### src/rtl/sysopt_pkg.sv
package sysopt_pkg;
   localparam int unsigned OPT_W        = 8;
   localparam int unsigned BIT_WDOG_EN  = 7;
   localparam int unsigned BIT_WDOG_LNG = 6;
   localparam int unsigned BIT_STOP_EN  = 5;
   localparam int unsigned BIT_DBG_PIN  = 1;
   localparam logic [OPT_W-1:0] OPT_RESET = 8'hC2;
   localparam logic [OPT_W-1:0] OPT_IMPL  = 8'hF3;

   typedef logic [OPT_W-1:0] opt_word_t;

   typedef enum logic {
      TO_SHORT = 1'b0,
      TO_LONG  = 1'b1
   } timeout_sel_e;
endpackage

### src/rtl/sysopt_reg.sv
module sysopt_reg #(
   parameter int unsigned W        = 8,
   parameter logic [W-1:0] IMPL    = '1,
   parameter logic [W-1:0] RST_VAL = '0
) (
   input  logic         clk_i,
   input  logic         rst_ni,
   input  logic         wr_stb_i,
   input  logic [W-1:0] wdata_i,
   output logic [W-1:0] cfg_o,
   output logic         locked_o
);
   logic take;
   assign take = wr_stb_i && !locked_o;

   always_ff @(posedge clk_i or negedge rst_ni) begin
      if (!rst_ni) locked_o <= 1'b0;
      else if (take) locked_o <= 1'b1;
   end

   for (genvar b = 0; b < W; b++) begin : g_bit
      if (IMPL[b]) begin : g_store
         logic q;
         always_ff @(posedge clk_i or negedge rst_ni) begin
            if (!rst_ni) q <= RST_VAL[b];
            else if (take) q <= wdata_i[b];
         end
         assign cfg_o[b] = q;
      end else begin : g_zero
         assign cfg_o[b] = 1'b0;
      end
   end
endmodule

### src/rtl/sysopt_wdog.sv
module sysopt_wdog #(
   parameter int unsigned SHORT_EXP = 13,
   parameter int unsigned LONG_EXP  = 18
) (
   input  logic                clk_i,
   input  logic                rst_ni,
   input  logic                en_i,
   input  logic                long_i,
   input  logic                svc_i,
   output logic [LONG_EXP-1:0] cnt_o,
   output logic                expire_o
);
   localparam int unsigned CW = LONG_EXP;
   localparam logic [CW-1:0] TERM_LONG  = {CW{1'b1}};
   localparam logic [CW-1:0] TERM_SHORT = CW'({SHORT_EXP{1'b1}});

   logic [CW-1:0] term;
   logic          hit;

   always_comb begin
      unique case (sysopt_pkg::timeout_sel_e'(long_i))
         sysopt_pkg::TO_LONG:  term = TERM_LONG;
         default:              term = TERM_SHORT;
      endcase
   end

   assign hit      = (cnt_o >= term);
   assign expire_o = en_i && !svc_i && hit;

   always_ff @(posedge clk_i or negedge rst_ni) begin
      if (!rst_ni) cnt_o <= '0;
      else if (!en_i || svc_i || hit) cnt_o <= '0;
      else cnt_o <= cnt_o + 1'b1;
   end
endmodule

### src/rtl/sysopt_stop_guard.sv
module sysopt_stop_guard (
   input  logic clk_i,
   input  logic rst_ni,
   input  logic stop_req_i,
   input  logic stop_en_i,
   output logic ill_rst_o,
   output logic stop_go_o
);
   always_ff @(posedge clk_i or negedge rst_ni) begin
      if (!rst_ni) begin
         ill_rst_o <= 1'b0;
         stop_go_o <= 1'b0;
      end else begin
         ill_rst_o <= stop_req_i && !stop_en_i;
         stop_go_o <= stop_req_i && stop_en_i;
      end
   end
endmodule

### src/rtl/sysopt_guard.sv
module sysopt_guard #(
   parameter int unsigned SHORT_EXP = 13,
   parameter int unsigned LONG_EXP  = 18
) (
   input  logic       clk_i,
   input  logic       rst_ni,
   input  logic       sel_i,
   input  logic       rd_i,
   input  logic       wr_i,
   input  logic [7:0] wdata_i,
   output logic [7:0] rdata_o,
   input  logic       svc_i,
   input  logic       stop_req_i,
   output logic       wdog_rst_o,
   output logic       ill_rst_o,
   output logic       stop_enter_o,
   output logic       dbg_pin_sel_o
);
   import sysopt_pkg::*;

   if (SHORT_EXP < 1) begin : g_bad_short
      $error("SHORT_EXP must be at least 1");
   end
   if (SHORT_EXP >= LONG_EXP) begin : g_bad_order
      $error("SHORT_EXP must be below LONG_EXP");
   end

   opt_word_t           cfg_q;
   logic                lock_q;
   logic [LONG_EXP-1:0] wd_cnt;

   sysopt_reg #(
      .W      (OPT_W),
      .IMPL   (OPT_IMPL),
      .RST_VAL(OPT_RESET)
   ) u_reg (
      .clk_i   (clk_i),
      .rst_ni  (rst_ni),
      .wr_stb_i(sel_i && wr_i),
      .wdata_i (wdata_i),
      .cfg_o   (cfg_q),
      .locked_o(lock_q)
   );

   sysopt_wdog #(
      .SHORT_EXP(SHORT_EXP),
      .LONG_EXP (LONG_EXP)
   ) u_wdog (
      .clk_i   (clk_i),
      .rst_ni  (rst_ni),
      .en_i    (cfg_q[BIT_WDOG_EN]),
      .long_i  (cfg_q[BIT_WDOG_LNG]),
      .svc_i   (svc_i),
      .cnt_o   (wd_cnt),
      .expire_o(wdog_rst_o)
   );

   sysopt_stop_guard u_stop (
      .clk_i     (clk_i),
      .rst_ni    (rst_ni),
      .stop_req_i(stop_req_i),
      .stop_en_i (cfg_q[BIT_STOP_EN]),
      .ill_rst_o (ill_rst_o),
      .stop_go_o (stop_enter_o)
   );

   assign rdata_o       = (sel_i && rd_i) ? cfg_q : '0;
   assign dbg_pin_sel_o = cfg_q[BIT_DBG_PIN];
endmodule

### config.mk
export PLATFORM = sky130hd
export DESIGN_NAME = sysopt_guard
export DESIGN_NICKNAME = d
export VERILOG_FILES = /design/src/rtl/sysopt_pkg.sv /design/src/rtl/sysopt_reg.sv /design/src/rtl/sysopt_wdog.sv /design/src/rtl/sysopt_stop_guard.sv /design/src/rtl/sysopt_guard.sv
export SDC_FILE = /design/constraint.sdc
export NUM_CORES = 1
export LEC_CHECK = 0
export BUFFER_PORTS_ARGS = -buffer_cell sky130_fd_sc_hd__buf_2
export CELL_PAD_IN_SITES_DETAIL_PLACEMENT = 1
export CELL_PAD_IN_SITES_GLOBAL_PLACEMENT = 1
export CORE_UTILIZATION = 40
export DETAILED_ROUTE_END_ITERATION = 10
export GPL_TIMING_DRIVEN = 0
export PLACE_DENSITY_LB_ADDON = 0.3
export SYNTH_ARGS = -nofsm -noshare
export SYNTH_HDL_FRONTEND = slang
export SYNTH_SLANG_ARGS = --single-unit
### constraint.sdc
create_clock -name clk_i -period 5.2 [get_ports clk_i]
set_clock_uncertainty 0.1 [all_clocks]
set_input_delay 0.26 -clock clk_i [delete_from_list [all_inputs] [get_ports clk_i]]
set_output_delay 0.26 -clock clk_i [all_outputs]
set_load 0.01 [all_outputs]
Yosys cells after proc, flatten, opt, wreduce, memory -nomap -nowiden
Cells that the tools add are included.
{"block": "op_classes", "n_reduce_logical": 13, "add_sub_neg": 1, "muxes": 3, "magnitude_cmp": 1}
{"operator": "2-to-1 mux 18 bit", "count": 2}
{"operator": "adder 18 x 1 -> 18 bit (second input constant)", "count": 1}
{"operator": ">= comparator 18 bit", "count": 1}
{"operator": "2-to-1 mux 8 bit", "count": 1}
{"operator": "logical AND 1 bit", "count": 7}
{"operator": "zero test 1 bit", "count": 4}
{"operator": "logical OR 1 bit", "count": 2}
{"block": "word_totals", "regBits": 27}

Logic depth before layout (Yosys ltp)
Gate-level depths: netlist of the first run.
{"block": "depth", "word_depth": 4, "ltp_mapped": 8, "ltp_nobuf": 7}

Hierarchy
Synthesis of the first run repeated with hierarchy kept, for this count alone.
{"block": "hier_totals", "hier_cells": 140, "area_unflattened_um2": 1472.7}
{"module": "sysopt_wdog", "area_per_inst_um2": 984.7, "cells_per_inst": 102, "instances": 1, "seq_area_each_um2": 450.4}
{"module": "sysopt_reg", "area_per_inst_um2": 364.1, "cells_per_inst": 25, "instances": 1, "seq_area_each_um2": 178.9}
{"module": "sysopt_stop_guard", "area_per_inst_um2": 66.3, "cells_per_inst": 4, "instances": 1, "seq_area_each_um2": 50.0}
{"module": "sysopt_guard", "area_per_inst_um2": 57.6, "cells_per_inst": 9, "instances": 1, "seq_area_each_um2": 0.0}

Worst setup path before layout of the first run
No wires, ideal clock.
{"block": "synth_timing", "path_kind": "reg-to-reg", "from": "register u_reg.g_bit[6].g_store.q", "to": "register u_wdog.cnt_o[9]", "arrival_time_ns": 1.874, "synth_period_minus_slack_ns": 2.045, "setup_ns": 0.071, "setup_slack_ns": 3.155, "path_buffers": 1, "stages_incl_launch_ff": 9, "required_ns": 5.029, "cell_sequence": "dfstp_2 > inv_1 > ha_1 > a21o_1 > a21o_1 > a32oi_2 > nand4b_4 > buf_6 > nor2_1"}
{"block": "synth_between", "elab_chain_len": 4}
{"element": "start: declaration", "line_no": "sysopt_reg.sv:23", "text": "logic q;"}
{"element": "start signal: assignment", "line_no": "sysopt_reg.sv:25", "text": "if (!rst_ni) q <= RST_VAL[b];"}
{"element": "start signal: assignment", "line_no": "sysopt_reg.sv:26", "text": "else if (take) q <= wdata_i[b];"}
{"element": "2-to-1 mux 18 bit", "line_no": "sysopt_wdog.sv:21", "text": "unique case (sysopt_pkg::timeout_sel_e'(long_i))"}
{"element": ">= comparator 18 bit", "line_no": "sysopt_wdog.sv:27", "text": "assign hit = (cnt_o >= term);"}
{"element": "logical OR 1 bit", "line_no": "sysopt_wdog.sv:32", "text": "else if (!en_i || svc_i || hit) cnt_o <= '0;"}
{"element": "2-to-1 mux 18 bit", "line_no": "sysopt_wdog.sv:32"}
{"element": "end signal: assignment", "line_no": "sysopt_wdog.sv:33", "text": "else cnt_o <= cnt_o + 1'b1;"}
{"element": "end: declaration", "line_no": "sysopt_wdog.sv:10", "text": "output logic [LONG_EXP-1:0] cnt_o,"}
Every way passes these cells.
A chain may end at the register's enable or synchronous reset.

Final worst setup path of the first run
{"block": "layout_timing", "from": "register u_reg.g_bit[6].g_store.q", "to": "output wdog_rst_o"}
{"block": "layout_between", "elab_chain_len": 3}
{"element": "2-to-1 mux 18 bit", "line_no": "sysopt_wdog.sv:21"}
{"element": ">= comparator 18 bit", "line_no": "sysopt_wdog.sv:27"}
{"element": "logical AND 1 bit", "line_no": "sysopt_wdog.sv:28", "text": "assign expire_o = en_i && !svc_i && hit;"}
{"element": "end: declaration", "line_no": "sysopt_guard.sv:14", "text": "output logic wdog_rst_o,"}
Every way passes these cells.

==> summary.md, run 1 <==
| Metric | Value |
|---|---|
| Status | finished clean |
| Clock Latency Late Sink | 0.32 ns |
| Worst vdd ir | 0.000101 V |
| Initial antenna violation count | 0 |
| Initial Util | 43.4% |
| Busiest metal layer after global routing | met2 |
| Final ANT Viol Nets | 0 |
| CTS hold repair buffers | 1 |
| Synthesized cell area | 1370 µm² |
| Fin area | 1570 µm² |
| Final setup fails | 0 |
| Worst Path Required | 4.84 ns |
| Crit. End Element | output pin |
| Placed inst area | 1540 µm² |
| Layout area overhead | 15.1% |
| Minimum period implied by the final worst setup slack | 2.54 ns |
| RSZ-0062 raised after global routing | no |
| Avg Inst Size Synth | 11.1 µm² |
| Final hold violation count | 0 |
| Die height | 60.5 µm |
| Core Box Area | 3150 µm² |
| Worst-path clk slew | 0.14 ns |
| H-tree level count | 1 |
| Critical path class | reg -> out |
| Worst path buffer plus inverter count | 2 |
| Slew at the pin with the worst max-slew slack | 0.595 ns |
| GRT overflow | 0 |
| Vias | 972 |
| PortBufs | 22 |
| Final WL | 2620 µm |
| # Max-Cap Violations | 0 |
| Die area | 3660 µm² |
| CP top delay family | compound AO/OA/AOI/OAI gates |
| I/O pins | 27 |
| Mapped Cells | 123 |
| Ant diodes | 0 |
| Vias in the first global route | 969 |
| Max Slew Vio Count | 0 |
| Setup Fix Bufs, Post-CTS | 0 |
| Met1 Resource Use GR | 21.6% |
| Global-route wire length before repair | 4380 µm |
| Post-CTS Resized | 0 |
| Setup ws final | 2.66 ns |
| DR vias/cell | 4.98 |
| Crit-path cells | inv_1 -> ha_1 -> a21o_1 -> a21o_1 -> a32oi_2 -> a21oi_1 -> buf_2 |
| Rel. slew slack | 60.3% |
| Overall routing resource usage | 16.4% |
| Setup WS pre-CTS | 2.89 ns |
| Maximum clock path buffer count | 2 |
| CTS root buf | clkbuf_4 |
| Largest net degree at the start of global routing | 28 |
| Slowest cell on the critical path | dfstp_2 |
| FF+latch count, synth | 27 |
| Yosys warning total | 0 |
| First drt pass iteration count | 4 |
| Drt drc | 0 |
| Row count | 20 |
| Post-synth cell types | 28 |
| Final weighted congestion in routability-driven placement | 0.741 |
| HP Class | in -> reg |
| Highest clock rate | 393 MHz |
| CTS tree | done |
| Static Leak | 0.765 nW |
| Top cell by count, worst path | a21o_1 |
| Crit-path max FO | 5 |
| Starting DRC count in detailed routing | 16 |
| Slowest Stage Delay on Critical Path | 0.57 ns |
| GR Util met2 | 28.3% |
| CTS Buf Count | 3 |
| CP Launch Type | flop |
| Die W | 60.5 µm |
| Wire per inst | 13.4 µm |
| Register area share after synthesis | 49.7% |
| Layout Utilization | 49.9% |
| Pwr dens | 238 nW/µm² |
| Layout cells sized above 1 | 30.5% |
| Crit share post-route | 48.9% |
| Total Neg Setup Slack | 0 ns |
| Met3 Resource Use GR | 1.92% |
| Dpl hpwl | 2080 µm |
| Final #Nets | 173 |
| # fillers | 361 |
| CTS Sinks | 27 |
| Worst EP arrival | 2.18 ns |
==> through the flow <==
step	total power, mW	std cells	hold WS [ns]
final	0.375	195	0.0456
after CTS	0.382	195	0.0316
after global placement	0.287	190	0.190
after detailed placement	0.291	190	0.205
after global routing	0.396	195	0.0307
after floorplan	0.267	124	-0.136
==> cell usage after synthesis <==
master / n / area share, %
a21o_1: 3 / 1.6
a21oi_1: 1 / 0.37
a32oi_2: 1 / 1.2
and2_1: 1 / 0.46
and3_1: 6 / 2.7
and3_2: 2 / 1.1
and4_4: 1 / 0.82
buf_4: 2 / 1.1
buf_6: 1 / 0.82
conb_1: 1 / 0.27
dfrtp_1: 24 / 44
dfstp_2: 3 / 5.8
ha_1: 6 / 5.5
inv_1: 4 / 1.1
mux2_2: 6 / 4.9
nand2_1: 5 / 1.4
nand2b_1: 1 / 0.46
nand3_1: 6 / 2.2
nand3b_1: 1 / 0.55
nand4_1: 5 / 2.3
nand4b_4: 1 / 1.7
nor2_1: 22 / 6.0
nor2b_1: 1 / 0.46
nor2b_4: 1 / 1.0
nor3_2: 1 / 0.73
nor3_4: 1 / 1.2
xnor2_1: 5 / 3.2
xor2_1: 11 / 7.0
==> area by class of cell <==
type | instances | area, µm² | share of cell area (%)
plain buffers | 3 | 26.3 | 1.67
inverters | 4 | 15.0 | 0.954
clock inverters | 1 | 5.00 | 0.318
multi-input cells | 90 | 651 | 41.3
well taps | 44 | 55.1 | 3.50
repair buffers | 23 | 120 | 7.63
clock buffers | 3 | 22.5 | 1.43
flip-flops and latches | 27 | 679 | 43.2
==> worst paths after layout <==
path | cells past startpoint | slack (ns) | to | startpoint
worst max-delay path | 7 | 2.66 | wdog_rst_o | u_reg.g_bit[6].g_store.q
worst min register to register | 1 | 0.37 | u_reg.locked_o | u_reg.locked_o
worst min-delay path | 2 | 0.05 | u_reg.locked_o | wr_i
min in group asynchronous | 2 | 0.36 | u_wdog.cnt_o[4] | rst_ni
max in group asynchronous | 2 | 4.25 | u_wdog.cnt_o[16] | rst_ni
worst max register to register | 8 | 2.87 | u_wdog.cnt_o[9] | u_reg.g_bit[6].g_store.q
==> power by group <==
| group | internal [mW] | total, mW | switching (mW) |
|---|---|---|---|
| sequential | 0.224 | 0.232 | 0.00804 |
| combinational | 0.0249 | 0.0542 | 0.0294 |
| clock | 0.0288 | 0.0888 | 0.0600 |
==> state kept, by name (all words and copies together) (netlist names) <==
name                   flops
u_wdog.cnt_o              18
u_reg.g_bit.g_store.q      6
u_reg.locked_o             1
u_stop.ill_rst_o           1
u_stop.stop_go_o           1
==> cell families (layout without fill, tap and decap cells) <==
| kind of cell | after synthesis | in the layout | synth area share (%) |
|---|---|---|---|
| other | 1 | 2 | 0.274 |
| AOI/OAI and AO/OA | 5 | 5 | 3.20 |
| and+or+nand+nor | 55 | 55 | 23.1 |
| buffers and inverters | 7 | 34 | 3.02 |
| muxes | 6 | 6 | 4.94 |
| DFF | 27 | 27 | 49.7 |
| xor gates and xnor gates | 16 | 16 | 10.2 |
| adders and majority gates | 6 | 6 | 5.49 |
==> metal layers <==
| metal | routed length [µm] | vias to the layer above |
|---|---|---|
| met5 | 0 | - |
| met4 | 8 | 0 |
| met3 | 50 | 2 |
| met2 | 1400 | 8 |
| met1 | 1160 | 493 |
| li1 | - | 469 |
==> cells in the final DEF (no fill, tap or decap) <==
master         synthesis  routed
mux2_2                 6       6
buf_4                  2       2
conb_1                 1       2
a21o_1                 3       3
and2_1                 1       1
buf_2                  0      22
dfrtp_1               24      24
nor2_1                22      22
nor3_2                 1       1
nand2b_1               1       1
dfstp_2                3       3
nor2b_4                1       1
and3_1                 6       6
and4_4                 1       1
and3_2                 2       2
xor2_1                11      11
nand4_1                5       5
nand3_1                6       6
nand4b_4               1       1
clkbuf_4               0       3
dlygate4sd3_1          0       1
a21oi_1                1       1
nor3_4                 1       1
inv_1                  4       4
ha_1                   6       6
nand2_1                5       5
clkinv_2               0       1
buf_6                  1       1
nor2b_1                1       1
nand3b_1               1       1
xnor2_1                5       5
a32oi_2                1       1
Power figures use the tool's default switching activity.
==> run 2, diff against run 1 <==
==> constraint.sdc (replaced) <==
create_clock -name clk_i -period 2.6 [get_ports clk_i]
set_clock_uncertainty 0.1 [all_clocks]
set_input_delay 0.13 -clock clk_i [delete_from_list [all_inputs] [get_ports clk_i]]
set_output_delay 0.13 -clock clk_i [all_outputs]
set_load 0.01 [all_outputs]
==> run 2 against run 1 <==
Net effect:
- final cell count is 4.6% higher
- die area stayed put
- wire length is 11% higher
- clock-buffer cell count stayed put
- first-iteration DRC count stayed put
- highest routed layer unchanged
==> summary.md, run 2 (synthesis results as in run 1) <==
| Metric | Value |
|---|---|
| CP Launch Type | flop |
| Setup Fix Bufs, Post-CTS | 0 |
| Slew at the pin with the worst max-slew slack | 0.587 ns |
| Drt drc | 0 |
| Met3 Resource Use GR | 2.35% |
| GR Util met2 | 32.7% |
| Crit. End Element | output pin |
| Die W | 60.5 µm |
| HP Class | in -> reg |
| Rel. slew slack | 60.9% |
| Post-CTS Resized | 0 |
| Overall routing resource usage | 18.0% |
| Critical path class | reg -> out |
| H-tree level count | 1 |
| Largest net degree at the start of global routing | 28 |
| I/O pins | 27 |
| Worst vdd ir | 0.000276 V |
| Layout cells sized above 1 | 28.7% |
| Max reg flops | 18 |
| Worst hold margin | 0.0926 ns |
| Ant diodes | 0 |
| Row count | 20 |
| Final WL | 2910 µm |
| CTS Sinks | 27 |
| Dpl hpwl | 2080 µm |
| Clock Latency Late Sink | 0.31 ns |
| Maximum clock path buffer count | 2 |
| Die area | 3660 µm² |
| Vias | 1013 |
| Global-route wire length before repair | 4790 µm |
| CTS Buf Count | 3 |
| Final ANT Viol Nets | 0 |
| Core Box Area | 3150 µm² |
| Pwr dens | 456 nW/µm² |
| Crit share post-route | 93.1% |
| Worst-path clk slew | 0.14 ns |
| Most frequent cells in the layout | 24 x dfrtp_1, 22 x nor2_1, 22 x buf_2, 11 x xor2_1, 10 x dlygate4sd3_1 |
| Initial antenna violation count | 0 |
| Top reg by flops | u_wdog.cnt_o |
| Layout area overhead | 21.7% |
| Status | finished clean |
| Largest regs | u_wdog.cnt_o (18), u_reg.g_bit.g_store.q (6) |
| Total Neg Setup Slack | 0 ns |
| CTS root buf | clkbuf_4 |
| Met1 Resource Use GR | 21.7% |
| Starting DRC count in detailed routing | 16 |
| # Max-Cap Violations | 0 |
| Final hold violation count | 0 |
| Crit-path max FO | 5 |
| Worst Path Required | 2.37 ns |
| Max Slew Vio Count | 0 |
| CTS tree | done |
| Busiest metal layer after global routing | met2 |
| Final setup fails | 0 |
| Initial Util | 43.4% |
| Static Leak | 0.799 nW |
| Highest clock rate | 413 MHz |
| Minimum period implied by the final worst setup slack | 2.42 ns |
| GRT overflow | 0 |
| Die height | 60.5 µm |
| Wire per inst | 14.3 µm |
| Worst EP arrival | 2.19 ns |
| PortBufs | 22 |
| DR vias/cell | 4.97 |
| RSZ-0062 raised after global routing | no |
| Vias in the first global route | 1079 |
| Most common cell after layout, fill and taps aside | dfrtp_1 |
| Final #Nets | 182 |
| Final weighted congestion in routability-driven placement | 0.741 |
| First drt pass iteration count | 3 |
run 2: cell types whose count changed in the layout (fill, tap and decap cells not counted), sizes merged:
cell         delta
dlygate4sd3     +9
run 2: power breakdown:
part / switching [mW] / internal [mW] / leakage [nW]
sequential: 0.0172 / 0.449 / 0.354
combinational: 0.0619 / 0.0576 / 0.427
clock: 0.117 / 0.0575 / 0.0177
total: 0.196 / 0.564 / 0.799
run 2: what timing repair did:
| item | CTS | global route |
|---|---|---|
| hold buffers | 10 | 0 |
| endpoints found under the setup margin | 0 | 0 |
| hold endpoints to repair | 33 | 0 |
run 2: cell type report:
cell class | instances | area [µm²]
clock buffers | 3 | 22.5
well taps | 44 | 55.1
plain buffers | 3 | 26.3
clock inverters | 1 | 5.00
fillers | 361 | 1490
multi-input cells | 90 | 651
repair buffers | 32 | 210
flip-flops and latches | 27 | 679
inverters | 4 | 15.0
run 2: through the flow:
stage	cell area [µm²]	util (%)	power [mW]	cells	setup slack (ns)
after floorplan	1370	-	0.534	124	0.555
after global placement	1540	48.7	0.574	190	0.418
after detailed placement	1540	48.7	0.582	190	0.289
after CTS	1660	52.8	0.773	204	0.167
after global routing	1660	52.8	0.804	204	0.0795
final	1660	52.8	0.760	204	0.178
run 2: worst max-delay path, stage by stage (launching register included):
cell     delay, ns
dfstp_2       0.57
inv_1         0.10
ha_1          0.33
a21o_1        0.19
a21o_1        0.18
a32oi_2       0.25
a21oi_1       0.10
buf_2         0.15
run 2: per-layer routing:
layer / wire [µm] / vias to the layer above
li1: - / 487
met1: 1240 / 512
met2: 1590 / 10
met3: 39 / 4
met4: 37 / 0
met5: 0 / -
run 2: worst paths after layout:
kind / cells past startpoint / slack [ns] / from / end
max: 7 / 0.18 / u_reg.g_bit[6].g_store.q / wdog_rst_o
max in group asynchronous: 2 / 1.79 / rst_ni / u_reg.g_bit[6].g_store.q
min: 3 / 0.09 / svc_i / u_wdog.cnt_o[5]
min reg2reg: 1 / 0.40 / u_reg.g_bit[5].g_store.q / u_stop.ill_rst_o
max reg2reg: 8 / 0.26 / u_reg.g_bit[6].g_store.q / u_wdog.cnt_o[9]
min in group asynchronous: 2 / 0.23 / rst_ni / u_wdog.cnt_o[0]
==> run 3, diff against run 2 <==
--- a/config.mk
+++ b/config.mk
@@ -11,7 +11,9 @@
 export CORE_UTILIZATION = 40
 export DETAILED_ROUTE_END_ITERATION = 10
 export GPL_TIMING_DRIVEN = 0
-export PLACE_DENSITY_LB_ADDON = 0.3
+export HOLD_SLACK_MARGIN = 0.03
+export PLACE_DENSITY = 0.73
+export REMOVE_ABC_BUFFERS = 1
 export SYNTH_ARGS = -nofsm -noshare
 export SYNTH_HDL_FRONTEND = slang
 export SYNTH_SLANG_ARGS = --single-unit
==> run 3 against run 2 <==
Net effect:
- combinational power shrank 5%
- final cell count decreased by 1.5%
- maximum frequency up 2.2%
- non-clock buffer count down 3
- sequential share of layout area up 0.59 points
- largest cell class unchanged
- largest power group unchanged
==> summary.md, run 3 (synthesis results as in run 1) <==
| Metric | Value |
|---|---|
| Status | finished clean |
| Multi-input combinational cell area | 651 µm² |
| GRT overflow | 0 |
| Largest regs | u_wdog.cnt_o (18), u_reg.g_bit.g_store.q (6) |
| Minimum period implied by the final worst setup slack | 2.37 ns |
| Final setup fails | 0 |
| Overall routing resource usage | 18.6% |
| Final weighted congestion in routability-driven placement | 0.708 |
| DR vias/cell | 4.85 |
| Max reg flops | 18 |
| Clock power frac | 23.8% |
| Layout Utilization | 52.0% |
| Placed inst area | 1510 µm² |
| Top reg by flops | u_wdog.cnt_o |
| Final hold violation count | 0 |
| Maximum clock path buffer count | 2 |
| Initial antenna violation count | 0 |
| RSZ-0062 raised after global routing | no |
| H-tree level count | 1 |
| CTS Buf Count | 3 |
| Worst Path Required | 2.37 ns |
| Clock Latency Late Sink | 0.32 ns |
| Initial Util | 43.4% |
| CTS Sinks | 27 |
| Total power | 759 µW |
| Worst vdd ir | 0.000321 V |
| Fin cells | 201 |
| Worst Hold End | u_wdog.cnt_o[2] |
| Most frequent cells in the layout | 24 x dfrtp_1, 22 x nor2_1, 22 x buf_2, 11 x xor2_1, 10 x dlygate4sd3_1 |
| HP Class | in -> reg |
| Ant diodes | 0 |
| Die height | 60.5 µm |
| Worst r2r dst | u_wdog.cnt_o[15] |
| Layout cells sized above 1 | 27.4% |
| First drt pass iteration count | 3 |
| Worst-path clk slew | 0.15 ns |
| # fillers | 369 |
| Most common cell after layout, fill and taps aside | dfrtp_1 |
| Max Slew Vio Count | 0 |
| Final #Nets | 179 |
| Combinational share of power | 14.9% |
| Core Box Area | 3150 µm² |
| # Max-Cap Violations | 0 |
| Row count | 20 |
| Vias | 974 |
| P_int | 560 µW |
| Net Sw Power | 199 µW |
| CP Launch Type | flop |
| Sequential cell area | 679 µm² |
| Worst Setup SP | u_reg.g_bit[6].g_store.q |
| Highest clock rate | 422 MHz |
| I/O pins | 27 |
| Worst Hold Launch | svc_i |
| Vias in the first global route | 1050 |
| Die area | 3660 µm² |
| Crit share post-route | 91.1% |
| Worst EP arrival | 2.14 ns |
| Setup WS pre-CTS | 0.342 ns |
| PortBufs | 22 |
| Critical path class | reg -> out |
| Worst reg2reg setup slack | 0.35 ns |
| Sequential Power Share | 61.4% |
| Pwr dens | 463 nW/µm² |
| Sw Ratio | 26.3% |
| Global-route wire length before repair | 4930 µm |
| Die W | 60.5 µm |
| Starting DRC count in detailed routing | 15 |
| Largest net degree at the start of global routing | 28 |
| Wire per inst | 14.3 µm |
| Drt drc | 0 |
| RR Startpoint | u_reg.g_bit[6].g_store.q |
| Total Neg Setup Slack | 0 ns |
| Worst hold margin | 0.129 ns |
| Setup ws final | 0.231 ns |
| CTS root buf | clkbuf_4 |
| Post-CTS Resized | 0 |
| Layout area overhead | 19.9% |
| Rel. slew slack | 60.1% |
| Fin area | 1640 µm² |
| Hold Path Depth | 3 |
| Slew at the pin with the worst max-slew slack | 0.599 ns |
| Crit. End Element | output pin |
| Dpl hpwl | 2050 µm |
| Static Leak | 0.779 nW |
| Reg2reg path depth | 7 |
| Final ANT Viol Nets | 0 |
| Final WL | 2880 µm |
| Crit-path max FO | 5 |
| CTS tree | done |
| Placed cells | 187 |
[run 3: what timing repair did]
| item | 4_1_cts | 5_1_grt |
|---|---|---|
| setup buffers | 0 | 0 |
| hold buffers | 10 | 0 |
| hold endpoints to repair | 33 | 0 |
[run 3: power groups by stage]
stage | clock network, mW | registers [mW] | logic (mW)
2_1_floorplan | 0 | 0.472 | 0.0565
3_3_place_gp | 0 | 0.471 | 0.0979
3_5_place_dp | 0 | 0.473 | 0.105
4_1_cts | 0.193 | 0.465 | 0.115
5_1_grt | 0.212 | 0.470 | 0.129
6_report | 0.180 | 0.466 | 0.113
[run 3: cell type report]
cell class,instances,share of cell area [%]
Tap cell,44,3.36
Sequential cell,27,41.4
Inverter,4,0.915
Clock buffer,3,1.37
Clock inverter,1,0.458
Multi-Input combinational cell,90,39.7
Timing Repair Buffer,32,12.8
[run 3: routing by layer]
layer | GRT usage (%) | wire length (µm)
met5 | 0 | 0
met4 | 3.90 | 15
met3 | 2.56 | 50
met2 | 33.1 | 1580
met1 | 24.1 | 1240
[run 3: worst max-delay path by stage]
stage	slack, ns	endpoint
after floorplan	0.61	u_wdog.cnt_o[10]
after CTS	0.19	wdog_rst_o
after detailed placement	0.34	u_wdog.cnt_o[15]
after global placement	0.43	u_wdog.cnt_o[6]
final	0.23	wdog_rst_o
after global routing	0.07	wdog_rst_o
[run 3: critical path, stage by stage, from the launching register on]
cell	delay, ns
dfstp_2	0.56
inv_1	0.09
ha_1	0.33
a21o_1	0.18
a21o_1	0.18
a32oi_2	0.23
a21oi_1	0.10
buf_2	0.15
